--- config.mk ---
export PLATFORM = sky130hd
export DESIGN_NAME = prio_intc
export DESIGN_NICKNAME = d
export VERILOG_FILES = /design/src/rtl/intc_pkg.sv /design/src/rtl/intc_capture.sv /design/src/rtl/intc_arbiter.sv /design/src/rtl/intc_hold.sv /design/src/rtl/prio_intc.sv
export SDC_FILE = /design/constraint.sdc
export NUM_CORES = 1
export LEC_CHECK = 0
export BUFFER_PORTS_ARGS = -buffer_cell sky130_fd_sc_hd__buf_2
export CAP_MARGIN = 30
export CORE_UTILIZATION = 45
export CTS_BUF_LIST = sky130_fd_sc_hd__clkbuf_4 sky130_fd_sc_hd__clkbuf_8
export CTS_CLUSTER_DIAMETER = 120
export CTS_CLUSTER_SIZE = 40
export DETAILED_ROUTE_END_ITERATION = 10
export HOLD_SLACK_MARGIN = 0.1
export SYNTH_ARGS = -nofsm -noshare
export SYNTH_HDL_FRONTEND = slang
export SYNTH_SLANG_ARGS = --single-unit
export TNS_END_PERCENT = 20
--- constraint.sdc ---
create_clock -name clk -period 34.1 [get_ports clk]
set_input_delay 1.705 -clock clk [delete_from_list [all_inputs] [get_ports clk]]
set_output_delay 1.705 -clock clk [all_outputs]
set_load 0.01 [all_outputs]
--- src/rtl/intc_pkg.sv ---
package intc_pkg;

    localparam int PRIO_W   = 5;
    localparam int ID_W     = 5;
    localparam int REG_W    = 16;
    localparam int MAX_SRC  = 32;

    // register byte offsets
    localparam logic [7:0] OFS_PEND_LO = 8'h00;
    localparam logic [7:0] OFS_PEND_HI = 8'h02;
    localparam logic [7:0] OFS_MASK_LO = 8'h08;
    localparam logic [7:0] OFS_MASK_HI = 8'h0A;
    localparam logic [7:0] OFS_NUM_N   = 8'h10;
    localparam logic [7:0] OFS_NUM_F   = 8'h12;
    localparam logic [7:0] OFS_CTRL    = 8'h14;
    localparam logic [7:0] OFS_CFG     = 8'h20;

    typedef enum logic {
        ROUTE_NORM = 1'b0,
        ROUTE_FAST = 1'b1
    } route_e;

    // packed so that the struct bits line up with register bits 6:0
    typedef struct packed {
        logic [PRIO_W-1:0] prio;
        logic              edge_sel;
        route_e            route;
    } src_cfg_t;

    typedef struct packed {
        logic            valid;
        logic [ID_W-1:0] id;
    } win_t;

    function automatic logic [REG_W-1:0] cfg_to_reg(input src_cfg_t c);
        return {{(REG_W-$bits(src_cfg_t)){1'b0}}, c};
    endfunction

    function automatic src_cfg_t reg_to_cfg(input logic [REG_W-1:0] d);
        src_cfg_t c;
        c.prio     = d[6:2];
        c.edge_sel = d[1];
        c.route    = route_e'(d[0]);
        return c;
    endfunction

    function automatic logic [REG_W-1:0] win_to_reg(input win_t w);
        return w.valid ? {{(REG_W-ID_W){1'b0}}, w.id} : '0;
    endfunction

endpackage

--- src/rtl/intc_capture.sv ---
module intc_capture
    import intc_pkg::*;
#(
    parameter int NSRC = 24
) (
    input  logic            clk,
    input  logic            rst,
    input  logic [NSRC-1:0] src_in,
    input  logic [NSRC-1:0] edge_sel,
    input  logic [NSRC-1:0] keep,
    input  logic [NSRC-1:0] ack,
    output logic [NSRC-1:0] pending
);

    logic [NSRC-1:0] prev_q;
    logic [NSRC-1:0] epend_q;

    for (genvar i = 0; i < NSRC; i++) begin : g_src
        always_ff @(posedge clk) begin
            if (rst) begin
                prev_q[i]  <= 1'b0;
                epend_q[i] <= 1'b0;
            end else begin
                prev_q[i] <= src_in[i];
                if (edge_sel[i] && src_in[i] && !prev_q[i]) begin
                    epend_q[i] <= 1'b1;
                end else if (!edge_sel[i] || !keep[i] || ack[i]) begin
                    epend_q[i] <= 1'b0;
                end
            end
        end

        assign pending[i] = edge_sel[i] ? epend_q[i] : src_in[i];

        // a sampled rising edge in edge mode always leaves the bit set
        p_edge_latch_r4: assert property (@(posedge clk) disable iff (rst)
            (edge_sel[i] && src_in[i] && !prev_q[i]) |=> epend_q[i]);

        // a zero in the write data with no new edge clears the bit
        p_sw_clear_r5: assert property (@(posedge clk) disable iff (rst)
            (!keep[i] && !(src_in[i] && !prev_q[i])) |=> !epend_q[i]);
    end

endmodule

--- src/rtl/intc_arbiter.sv ---
module intc_arbiter
    import intc_pkg::*;
#(
    parameter int NSRC = 24
) (
    input  logic [NSRC-1:0]             cand,
    input  logic [NSRC-1:0][PRIO_W-1:0] prio,
    output win_t                        win
);

    logic [PRIO_W-1:0] best_prio;

    always_comb begin
        win       = '0;
        best_prio = '1;
        for (int i = 0; i < NSRC; i++) begin
            // strict compare keeps the lower index on a tie
            if (cand[i] && (!win.valid || prio[i] < best_prio)) begin
                win.valid = 1'b1;
                win.id    = ID_W'(i);
                best_prio = prio[i];
            end
        end
    end

endmodule

--- src/rtl/intc_hold.sv ---
module intc_hold
    import intc_pkg::*;
#(
    parameter int NSRC = 24
) (
    input  logic                        clk,
    input  logic                        rst,
    input  logic [NSRC-1:0]             cand,
    input  logic [NSRC-1:0][PRIO_W-1:0] prio,
    input  logic                        rearm,
    output win_t                        held
);

    win_t arb_win;

    intc_arbiter #(.NSRC(NSRC)) u_arb (
        .cand (cand),
        .prio (prio),
        .win  (arb_win)
    );

    always_ff @(posedge clk) begin
        if (rst) begin
            held <= '0;
        end else if (rearm) begin
            held <= '0;
        end else if (!held.valid && arb_win.valid) begin
            held <= arb_win;
        end
    end

    // a held winner stays frozen until re-armed
    p_freeze_r8: assert property (@(posedge clk) disable iff (rst)
        (held.valid && !rearm) |=> (held.valid && held.id == $past(held.id)));

    // a re-arm always empties the path in the next cycle
    p_rearm_drop_r9: assert property (@(posedge clk) disable iff (rst)
        rearm |=> !held.valid);

    // an idle path with a candidate picks it up at the next edge
    p_pickup_r2: assert property (@(posedge clk) disable iff (rst)
        (!held.valid && !rearm && (|cand)) |=> held.valid);

    // nothing outside the implemented range is ever held
    p_in_range_r10: assert property (@(posedge clk) disable iff (rst)
        held.valid |-> (int'(held.id) < NSRC));

endmodule

--- src/rtl/prio_intc.sv ---
module prio_intc
    import intc_pkg::*;
#(
    parameter int NSRC   = 24,
    parameter int ADDR_W = 8
) (
    input  logic              clk,
    input  logic              rst,
    input  logic [NSRC-1:0]   src_in,
    input  logic              bus_wr,
    input  logic [ADDR_W-1:0] bus_addr,
    input  logic [REG_W-1:0]  bus_wdata,
    output logic [REG_W-1:0]  bus_rdata,
    output logic              irq_o,
    output logic              fiq_o
);

    localparam int HALF = MAX_SRC / 2;

    src_cfg_t                    cfg_q [NSRC];
    logic [MAX_SRC-1:0]          mask_q;
    logic [MAX_SRC-1:0]          keep_all;
    logic [MAX_SRC-1:0]          pend_ext;
    logic [NSRC-1:0]             pending;
    logic [NSRC-1:0]             edge_vec;
    logic [NSRC-1:0]             ack_vec;
    logic [NSRC-1:0]             cand_n;
    logic [NSRC-1:0]             cand_f;
    logic [NSRC-1:0][PRIO_W-1:0] prio_vec;
    logic                        rearm_n;
    logic                        rearm_f;
    win_t                        held_n;
    win_t                        held_f;

    function automatic logic hit(input logic [7:0] ofs);
        return bus_wr && (bus_addr == ADDR_W'(ofs));
    endfunction

    // ---------------- mask registers ----------------
    always_ff @(posedge clk) begin
        if (rst) begin
            mask_q <= '1;
        end else begin
            if (hit(OFS_MASK_LO)) mask_q[HALF-1:0]       <= bus_wdata;
            if (hit(OFS_MASK_HI)) mask_q[MAX_SRC-1:HALF] <= bus_wdata;
        end
    end

    // ---------------- per-source configuration ----------------
    for (genvar i = 0; i < NSRC; i++) begin : g_cfg
        localparam logic [ADDR_W-1:0] CFG_ADDR = ADDR_W'(OFS_CFG + 2 * i);

        always_ff @(posedge clk) begin
            if (rst) begin
                cfg_q[i] <= '0;
            end else if (bus_wr && bus_addr == CFG_ADDR) begin
                cfg_q[i] <= reg_to_cfg(bus_wdata);
            end
        end

        assign edge_vec[i] = cfg_q[i].edge_sel;
        assign prio_vec[i] = cfg_q[i].prio;
        assign cand_n[i]   = pending[i] && !mask_q[i] && (cfg_q[i].route == ROUTE_NORM);
        assign cand_f[i]   = pending[i] && !mask_q[i] && (cfg_q[i].route == ROUTE_FAST);
        assign ack_vec[i]  = (rearm_n && held_n.valid && held_n.id == ID_W'(i))
                          || (rearm_f && held_f.valid && held_f.id == ID_W'(i));
    end

    // ---------------- software clear of edge captures ----------------
    always_comb begin
        keep_all = '1;
        if (hit(OFS_PEND_LO)) keep_all[HALF-1:0]       = bus_wdata;
        if (hit(OFS_PEND_HI)) keep_all[MAX_SRC-1:HALF] = bus_wdata;
    end

    assign rearm_n = hit(OFS_CTRL) && bus_wdata[0];
    assign rearm_f = hit(OFS_CTRL) && bus_wdata[1];

    intc_capture #(.NSRC(NSRC)) u_cap (
        .clk      (clk),
        .rst      (rst),
        .src_in   (src_in),
        .edge_sel (edge_vec),
        .keep     (keep_all[NSRC-1:0]),
        .ack      (ack_vec),
        .pending  (pending)
    );

    // ---------------- the two arbitration paths ----------------
    intc_hold #(.NSRC(NSRC)) u_hold_n (
        .clk   (clk),
        .rst   (rst),
        .cand  (cand_n),
        .prio  (prio_vec),
        .rearm (rearm_n),
        .held  (held_n)
    );

    intc_hold #(.NSRC(NSRC)) u_hold_f (
        .clk   (clk),
        .rst   (rst),
        .cand  (cand_f),
        .prio  (prio_vec),
        .rearm (rearm_f),
        .held  (held_f)
    );

    assign irq_o = held_n.valid;
    assign fiq_o = held_f.valid;

    // ---------------- read mux ----------------
    always_comb begin
        pend_ext             = '0;
        pend_ext[NSRC-1:0]   = pending;
    end

    always_comb begin
        bus_rdata = '0;
        if (bus_addr == ADDR_W'(OFS_PEND_LO)) bus_rdata = pend_ext[HALF-1:0];
        if (bus_addr == ADDR_W'(OFS_PEND_HI)) bus_rdata = pend_ext[MAX_SRC-1:HALF];
        if (bus_addr == ADDR_W'(OFS_MASK_LO)) bus_rdata = mask_q[HALF-1:0];
        if (bus_addr == ADDR_W'(OFS_MASK_HI)) bus_rdata = mask_q[MAX_SRC-1:HALF];
        if (bus_addr == ADDR_W'(OFS_NUM_N))   bus_rdata = win_to_reg(held_n);
        if (bus_addr == ADDR_W'(OFS_NUM_F))   bus_rdata = win_to_reg(held_f);
        for (int i = 0; i < NSRC; i++) begin
            if (bus_addr == ADDR_W'(OFS_CFG + 2 * i)) bus_rdata = cfg_to_reg(cfg_q[i]);
        end
    end

    // masks come out of reset all set
    p_mask_reset_r1: assert property (@(posedge clk) disable iff (rst)
        $past(rst) |-> (mask_q == '1));

    // re-arming one path leaves the other path's winner alone
    p_path_indep_r9: assert property (@(posedge clk) disable iff (rst)
        (rearm_n && !rearm_f && held_f.valid) |=> held_f.valid);

    // an output is high only with a winner the source bus can name
    p_out_named_r7: assert property (@(posedge clk) disable iff (rst)
        irq_o |-> (int'(held_n.id) < NSRC));

endmodule

# Word-level counts from Yosys, hierarchy flattened

Memories as Yosys holds them, arrays and structs flattened.
Index checks and enable logic that the tools add are counted.
Widths: inputs -> output; s select.

RAM bits: 168
Register bits: 92
Output and inout bits: 18
Memories: 1
Logic and storage cells: 1063
Bits of input ports: 51

Mux-type cells: 298
Reduce and logical (&&, ||, !) cells: 540
Bitwise gates (word level): 48
Magnitude comparators: 46
Equality and inequality tests: 76

Memory list:

| name  | depth | width | rd ports | clocked after memory_dff | write ports | line            | RTL |
|---|---|---|---|---|---|---|---|
| cfg_q | 24    | 7     | 24       | 0                        | 24          | prio_intc.sv:20 | `src_cfg_t cfg_q [NSRC];` |

Operators with widths:

| cell               | count |
|---|---|
| $mux 16            | 31 |
| $mux 6             | 48 |
| $logic_and 1x1->1  | 249 |
| $mux 5             | 48 |
| $lt 5x5->1         | 46 |
| $mux 7             | 24 |
| $mux 1             | 146 |
| $logic_not 1->1    | 144 |
| $eq 8x6->1 const B | 16 |
| $logic_or 1x1->1   | 118 |
| $eq 5x4->1 const B | 16 |
| $eq 5x5->1 const B | 16 |
| $eq 8x7->1 const B | 8 |
| $reduce_bool 2->1  | 24 |
| $eq 5x3->1 const B | 8 |
| $eq 8x5->1 const B | 3 |
| $not 1->1          | 24 |
| $or 1x1->1         | 24 |
| $eq 5x2->1 const B | 4 |
| $eq 8x4->1 const B | 2 |
| $eq 5x1->1 const B | 2 |
| $logic_not 5->1    | 2 |
| $eq 8x2->1 const B | 1 |
| $logic_not 8->1    | 1 |
| other kinds (2)    | 3 |

# Depth between registers and ports, before layout

An unclocked memory read counts as a cell.

Depth after elaboration: 98
Depth in mapped cells: 211
Mapped depth without buffers: 206

# Modules after synthesis

From an unflattened synthesis, not the netlist that was laid out.

Cell total of the unflattened synthesis: 3371
Area total of the unflattened synthesis: 27395.0 µm²

By module, submodules not included:

| module                         | seq. area each (µm²) | area an instance (µm²) | cells each | times used |
|---|---|---|---|---|
| prio_intc                      | 5685.5               | 11365.9                | 1127       | 1 |
| intc_arbiter at u_hold_f.u_arb | 0.0                  | 6716.4                 | 994        | 1 |
| intc_arbiter at u_hold_n.u_arb | 0.0                  | 6670.1                 | 1009       | 1 |
| intc_capture                   | 960.9                | 2179.6                 | 197        | 1 |
| intc_hold                      | 120.1                | 231.5                  | 22         | 2 |

# Least setup slack after synthesis

OpenSTA, ideal clock, no wires.

Path kind: input to register
From: input port src_in[0]
To: register u_hold_n.held[3] in the netlist's numbering
Data required time: 33984 ps
Cell stages on the path: 197
Setup slack: -2414 ps
Path buffers: 6
Setup time: 116 ps
Data arrival time: 36398 ps
Cells stage by stage: mux2_2 > nand2_1 > nor2_1 > ha_1 > maj3_1 > a221o_1 > a21oi_2 > mux2i_1 > inv_1 > ha_1 > nand2_1 > a2111o_1 > o211a_1 > a21oi_2 > mux2_2 > inv_1 > ha_1 > nand3_1 > [161 not listed] > ha_1 > a21o_1 > a21o_1 > a21oi_1 > nand2_1 > a21oi_1 > o21bai_1 > a21oi_1 > ha_1 > a21o_1 > a21oi_1 > nor2b_1 > o31ai_1 > a21oi_1 > or2_2 > a21o_1 > and3_1 > a31o_1

Longest elaborated chain between the ends: 97
Elaborated cells on any way between the ends: 143
Those cells by class: order compare (23); mux (48); reduce/logical (72)

RTL lines:

| element                                              | line               | RTL |
|---|---|---|
| start, declared                                      | prio_intc.sv:9     | `input logic [NSRC-1:0] src_in,` |
| $mux 1 (*)                                           | intc_capture.sv:33 | `assign pending[i] = edge_sel[i] ? epend_q[i] : src_in[i];` |
| $logic_and 1x1->1 (*) (2 in a row)                   | prio_intc.sv:63    | `assign cand_n[i] = pending[i] && !mask_q[i] && (cfg_q[i].route == ROUTE_NORM);` |
| $mux 5 / $mux 6 (equally long branches)              | intc_arbiter.sv:18 | `if (cand[i] && (!win.valid \|\| prio[i] < best_prio)) begin` |
| $lt 5x5->1 / $logic_not 1->1 (equally long branches) | intc_arbiter.sv:18 |  |
| $logic_or 1x1->1                                     | intc_arbiter.sv:18 |  |
| $logic_and 1x1->1                                    | intc_arbiter.sv:18 |  |
| $mux 5 / $mux 6 (equally long branches)              | intc_arbiter.sv:18 |  |
| $lt 5x5->1 / $logic_not 1->1 (equally long branches) | intc_arbiter.sv:18 |  |
| [80 not listed]                                      | --                 |  |
| $logic_or 1x1->1                                     | intc_arbiter.sv:18 |  |
| $logic_and 1x1->1                                    | intc_arbiter.sv:18 |  |
| $mux 5 / $mux 6 (equally long branches)              | intc_arbiter.sv:18 |  |
| $lt 5x5->1 / $logic_not 1->1 (equally long branches) | intc_arbiter.sv:18 |  |
| $logic_or 1x1->1                                     | intc_arbiter.sv:18 |  |
| $logic_and 1x1->1                                    | intc_arbiter.sv:18 |  |
| $mux 6 (*)                                           | intc_arbiter.sv:18 |  |
| $logic_and 1x1->1                                    | intc_hold.sv:27    | `end else if (!held.valid && arb_win.valid) begin` |
| end signal, assigned                                 | intc_hold.sv:28    | `held <= arb_win;` |
| end, declared                                        | intc_hold.sv:11    | `output win_t held` |

Every way passes the cells marked *; elsewhere a longest branch is shown, timed or not.
A chain may end at the register's enable or synchronous reset.

# Final worst setup path

From: input port src_in[0]
To: register u_hold_f.held[3] in the netlist's numbering

Longest elaborated chain between the ends: 97
Elaborated cells on any way between the ends: 143
Those cells by class: order compare (23); mux (48); reduce/logical (72)

RTL lines:

| element                                              | line               | RTL |
|---|---|---|
| $mux 1 (*)                                           | intc_capture.sv:33 |  |
| $logic_and 1x1->1 (*) (2 in a row)                   | prio_intc.sv:64    | `assign cand_f[i] = pending[i] && !mask_q[i] && (cfg_q[i].route == ROUTE_FAST);` |
| $mux 5 / $mux 6 (equally long branches)              | intc_arbiter.sv:18 |  |
| $lt 5x5->1 / $logic_not 1->1 (equally long branches) | intc_arbiter.sv:18 |  |
| $logic_or 1x1->1                                     | intc_arbiter.sv:18 |  |
| $logic_and 1x1->1                                    | intc_arbiter.sv:18 |  |
| $mux 5 / $mux 6 (equally long branches)              | intc_arbiter.sv:18 |  |
| $lt 5x5->1 / $logic_not 1->1 (equally long branches) | intc_arbiter.sv:18 |  |
| [80 not listed]                                      | --                 |  |
| $logic_or 1x1->1                                     | intc_arbiter.sv:18 |  |
| $logic_and 1x1->1                                    | intc_arbiter.sv:18 |  |
| $mux 5 / $mux 6 (equally long branches)              | intc_arbiter.sv:18 |  |
| $lt 5x5->1 / $logic_not 1->1 (equally long branches) | intc_arbiter.sv:18 |  |
| $logic_or 1x1->1                                     | intc_arbiter.sv:18 |  |
| $logic_and 1x1->1                                    | intc_arbiter.sv:18 |  |
| $mux 6 (*)                                           | intc_arbiter.sv:18 |  |
| $logic_and 1x1->1                                    | intc_hold.sv:27    |  |
| end signal, assigned                                 | intc_hold.sv:28    |  |
| end, declared                                        | intc_hold.sv:11    |  |

Marks and branches as above.

==> impl_metrics.csv <==
group,metric,value,unit
route,post_drt_wl_per_cell,24.4,um
sta,skew,0.0480,ns
die,die_area,56200,um2
die,core-area,54200,um2
pwr,total_power,0.623,mW
sta,period_needed,34.43,ns
sta,fmax,29.0,MHz
logic_synthesis,yosysUniqueCellTypes,131,
cts,hold_buffers,0,
die,die_h,237,um
setup_path,reg2reg_slack,0.42,ns
grt,grt_overflow,0,
logic_synthesis,synth_fp_nets,3237,
setup_path,slowest_delay,0.53,ns
final_layout,final_cell_mix,"buf_4 (650), nor2_1 (283), nand2_1 (269), and3_1 (215), edfxtp_1 (168)",
setup_path,worst_setup_path_start_kind,"primary input",
pwr,p_leak,14.3,nW
route,antenna_left,0,
setup_path,crit_path_start,"src_in[0]",
grt,grtUsageTotal,0.366,
route,drc,0,
sta,slew_viol_final,0,
logic_synthesis,synth-seq-cells,260,
final_layout,nNetsFinal,3814,
min_path,hp-class,"reg2reg",
logic_synthesis,synth_area_leaders,"edfxtp_1 (20%), dfxtp_1 (7.4%), and3_1 (5.4%), ha_1 (5.0%), nor2_1 (4.4%)",
cts,insertion_delay,0.59,ns
cts,clock-sinks,260,
cts,clockBufferDepth,3,
pwr,ir_drop,0.0560,mV
sta,worstMarginPinSlew,1.17,ns
setup_path,cp.arrival,34.95,ns
setup_path,end_kind,"register",
setup_path,r2r-end,"u_hold_f.held[3]",
sta,finalCritPeriodShare,1.01,
placement,dp_hpwl,82100,um
grt,grt_pass1_wl,159000,um
grt,antenna_found_initial,14,
die,boundaryPins,69,
outcome,outcome,"finished, violations left",
logic_synthesis,synth-edff-count,168,
final_layout,seqCellArea,6890,um2
setup_path,crit_top_cell,"ha_1",
route,wl,107000,um
logic_synthesis,synthArstFlopShare,0,
setup_path,reg2reg_from,"mask_q[0]",
route,dr.pass1.iters,6,
logic_synthesis,synth_top_area_frac,0.203,
die,row_count,85,
sta,setup_viol,8,
outcome,violations,"negative setup slack",
sta,slew_headroom,0.212,
route,first_iter_violations,2980,
placement,dp_slack,-2.80,ns
logic_synthesis,yosysTopAreaCell,"edfxtp_1",
die,dieWidth,237,um
job,cap_viol_max_count,0,
grt,grt_pass1_vias,26526,
cts,cts_tree,"done",
sta,grt_setup_unrepaired,"yes",
logic_synthesis,seq_area_frac_synth,0.277,
grt,grt_start_max_net_pins,78,
final_layout,mostFrequentLayoutCell,"buf_4",
setup_path,crit_fanout,6,
placement,gp_congestion,1.01,
sta,hold_violations,0,
cts,root_buffer,"clkbuf_8",
pwr,power_density,19.7,nW/um2
logic_synthesis,synth_area,24900,um2
logic_synthesis,synth.avg_cell_area,8.06,um2
route,viasPerCell,6.46,
final_layout,areaGrowthSynthToFinish,27.0,%
logic_synthesis,synth_ff_type,"edfxtp_1",
setup_path,worst_ep_required_time,34.62,ns
route,vias,28216,
logic_synthesis,yosys_warnings,0,
placement,port_buffers,68,
sta,setup_ws,-0.327,ns
final_layout,multi_input_area,17800,um2
setup_path,crit_slowest_cell,"or4b_4",
final_layout,fin_util,0.583,
cts,cts_buffers,11,
logic_synthesis,synth_cells,3086,
setup_path,rr_worst_depth,192,
cts,clkTransAtPathRegs,0.23,ns
final_layout,drive_gt1_frac,0.285,
setup_path,crit_type,"in2reg",
die,initial_core_util,0.459,
final_layout,fill_cells,4994,
cts,htreeDepth,1,
setup_path,worstSetupEndpoint,"u_hold_f.held[3]",
[power by group]
group	leakage [nW]	switching (mW)	internal, mW
combinational	11.9	0.0645	0.0402
sequential	2.35	0.0294	0.349
clock	0.115	0.105	0.0355
[per-stage QoR]
step,cell area (um2),hold WS [ns],setup TNS (ns),std cells
2_1_floorplan,25400,0.385,-0.00587,3086
3_3_place_gp,29800,0.392,-11.57,4225
3_5_place_dp,29800,0.399,-16.29,4227
4_1_cts,31200,0.424,-0.170,4344
5_1_grt,31600,0.442,-24.62,4366
6_report,31600,0.428,-1.81,4371
[synthesized netlist by cell type (all sizes together), types with 15 or more instances]
library cell,count
nor2,299
nand2,287
and3,217
o21ai,179
edfxtp,168
a21oi,166
inv,150
clkbuf,111
ha,100
nor3,100
dfxtp,92
mux2i,78
nand3,73
a21o,63
a211oi,50
nor2b,50
a211o,48
and2,47
o211ai,47
a31oi,44
or3,44
buf,43
mux2,37
a22oi,35
nand2b,30
or2,30
o221ai,27
o31ai,27
a221oi,24
nand3b,24
nand4,22
o21a,22
a221o,21
nor4,17
xnor2,17
a311oi,16
o211a,16
o22ai,15
[flip-flops by register name (all words and copies together) (netlist names)]
signal / flops
u_hold_n.held: 6
mask_q: 32
u_cap.prev_q: 24
cfg_q: 168
u_hold_f.held: 6
u_cap.epend_q: 24
[layer usage]
layer  GRT usage  vias to the layer above  part of all wire
li1            -                    12978                 -
met5           0                        -           0.00060
met2       0.581                     1379              0.44
met4       0.113                       10             0.034
met1       0.503                    13662              0.43
met3      0.0660                      187             0.092
[area by class of cell]
type / instances / area share
clock buffer: 12 / 0.00503
tap: 696 / 0.0276
sequential: 260 / 0.218
timing repair buffer: 720 / 0.166
clock inverter: 5 / 0.00178
antenna: 8 / 0.000633
inverter: 150 / 0.0178
multi-input combinational: 2520 / 0.563
[how the worst min path moves through the flow]
stage / from / end / slack (ns) / depth (start not counted)
global route: u_cap.prev_q[13] / u_cap.epend_q[13] / 0.44 / 1
finish: u_cap.prev_q[13] / u_cap.epend_q[13] / 0.43 / 1
global placement: u_cap.prev_q[13] / u_cap.epend_q[13] / 0.39 / 1
floorplan: u_cap.prev_q[13] / u_cap.epend_q[13] / 0.39 / 1
CTS: u_cap.prev_q[13] / u_cap.epend_q[13] / 0.42 / 1
detailed placement: u_cap.prev_q[13] / u_cap.epend_q[13] / 0.40 / 1
[what timing repair did]
item | 4_1_cts | 5_1_grt
cloned | 0 | 0
pin swaps | 85 | 34
setup endpoints to repair | 9 | 10
resized for setup | 103 | 40
setup buffers | 100 | 18
[kinds of logic (layout without fill, tap and decap cells)]
logic type,count (synthesis),after routing,share of synthesized area
simple gates,1283,1283,0.262
compound gates,993,993,0.295
buf+inv,306,887,0.0561
flops,260,260,0.277
mux,115,115,0.0492
fa+ha+maj,111,111,0.0549
xor+xnor,18,18,0.00634
other cells,0,8,0
[worst max-delay path, delay by kind of cell]
kind,cells,cell delay (ns)
AOI/OAI and AO/OA,79,14.44
and+or+nand+nor,50,7.37
muxes,13,3.10
buffers and inverters,26,2.52
adders and majority gates,24,5.78
No activity file was read; power rests on OpenSTA's default activity.
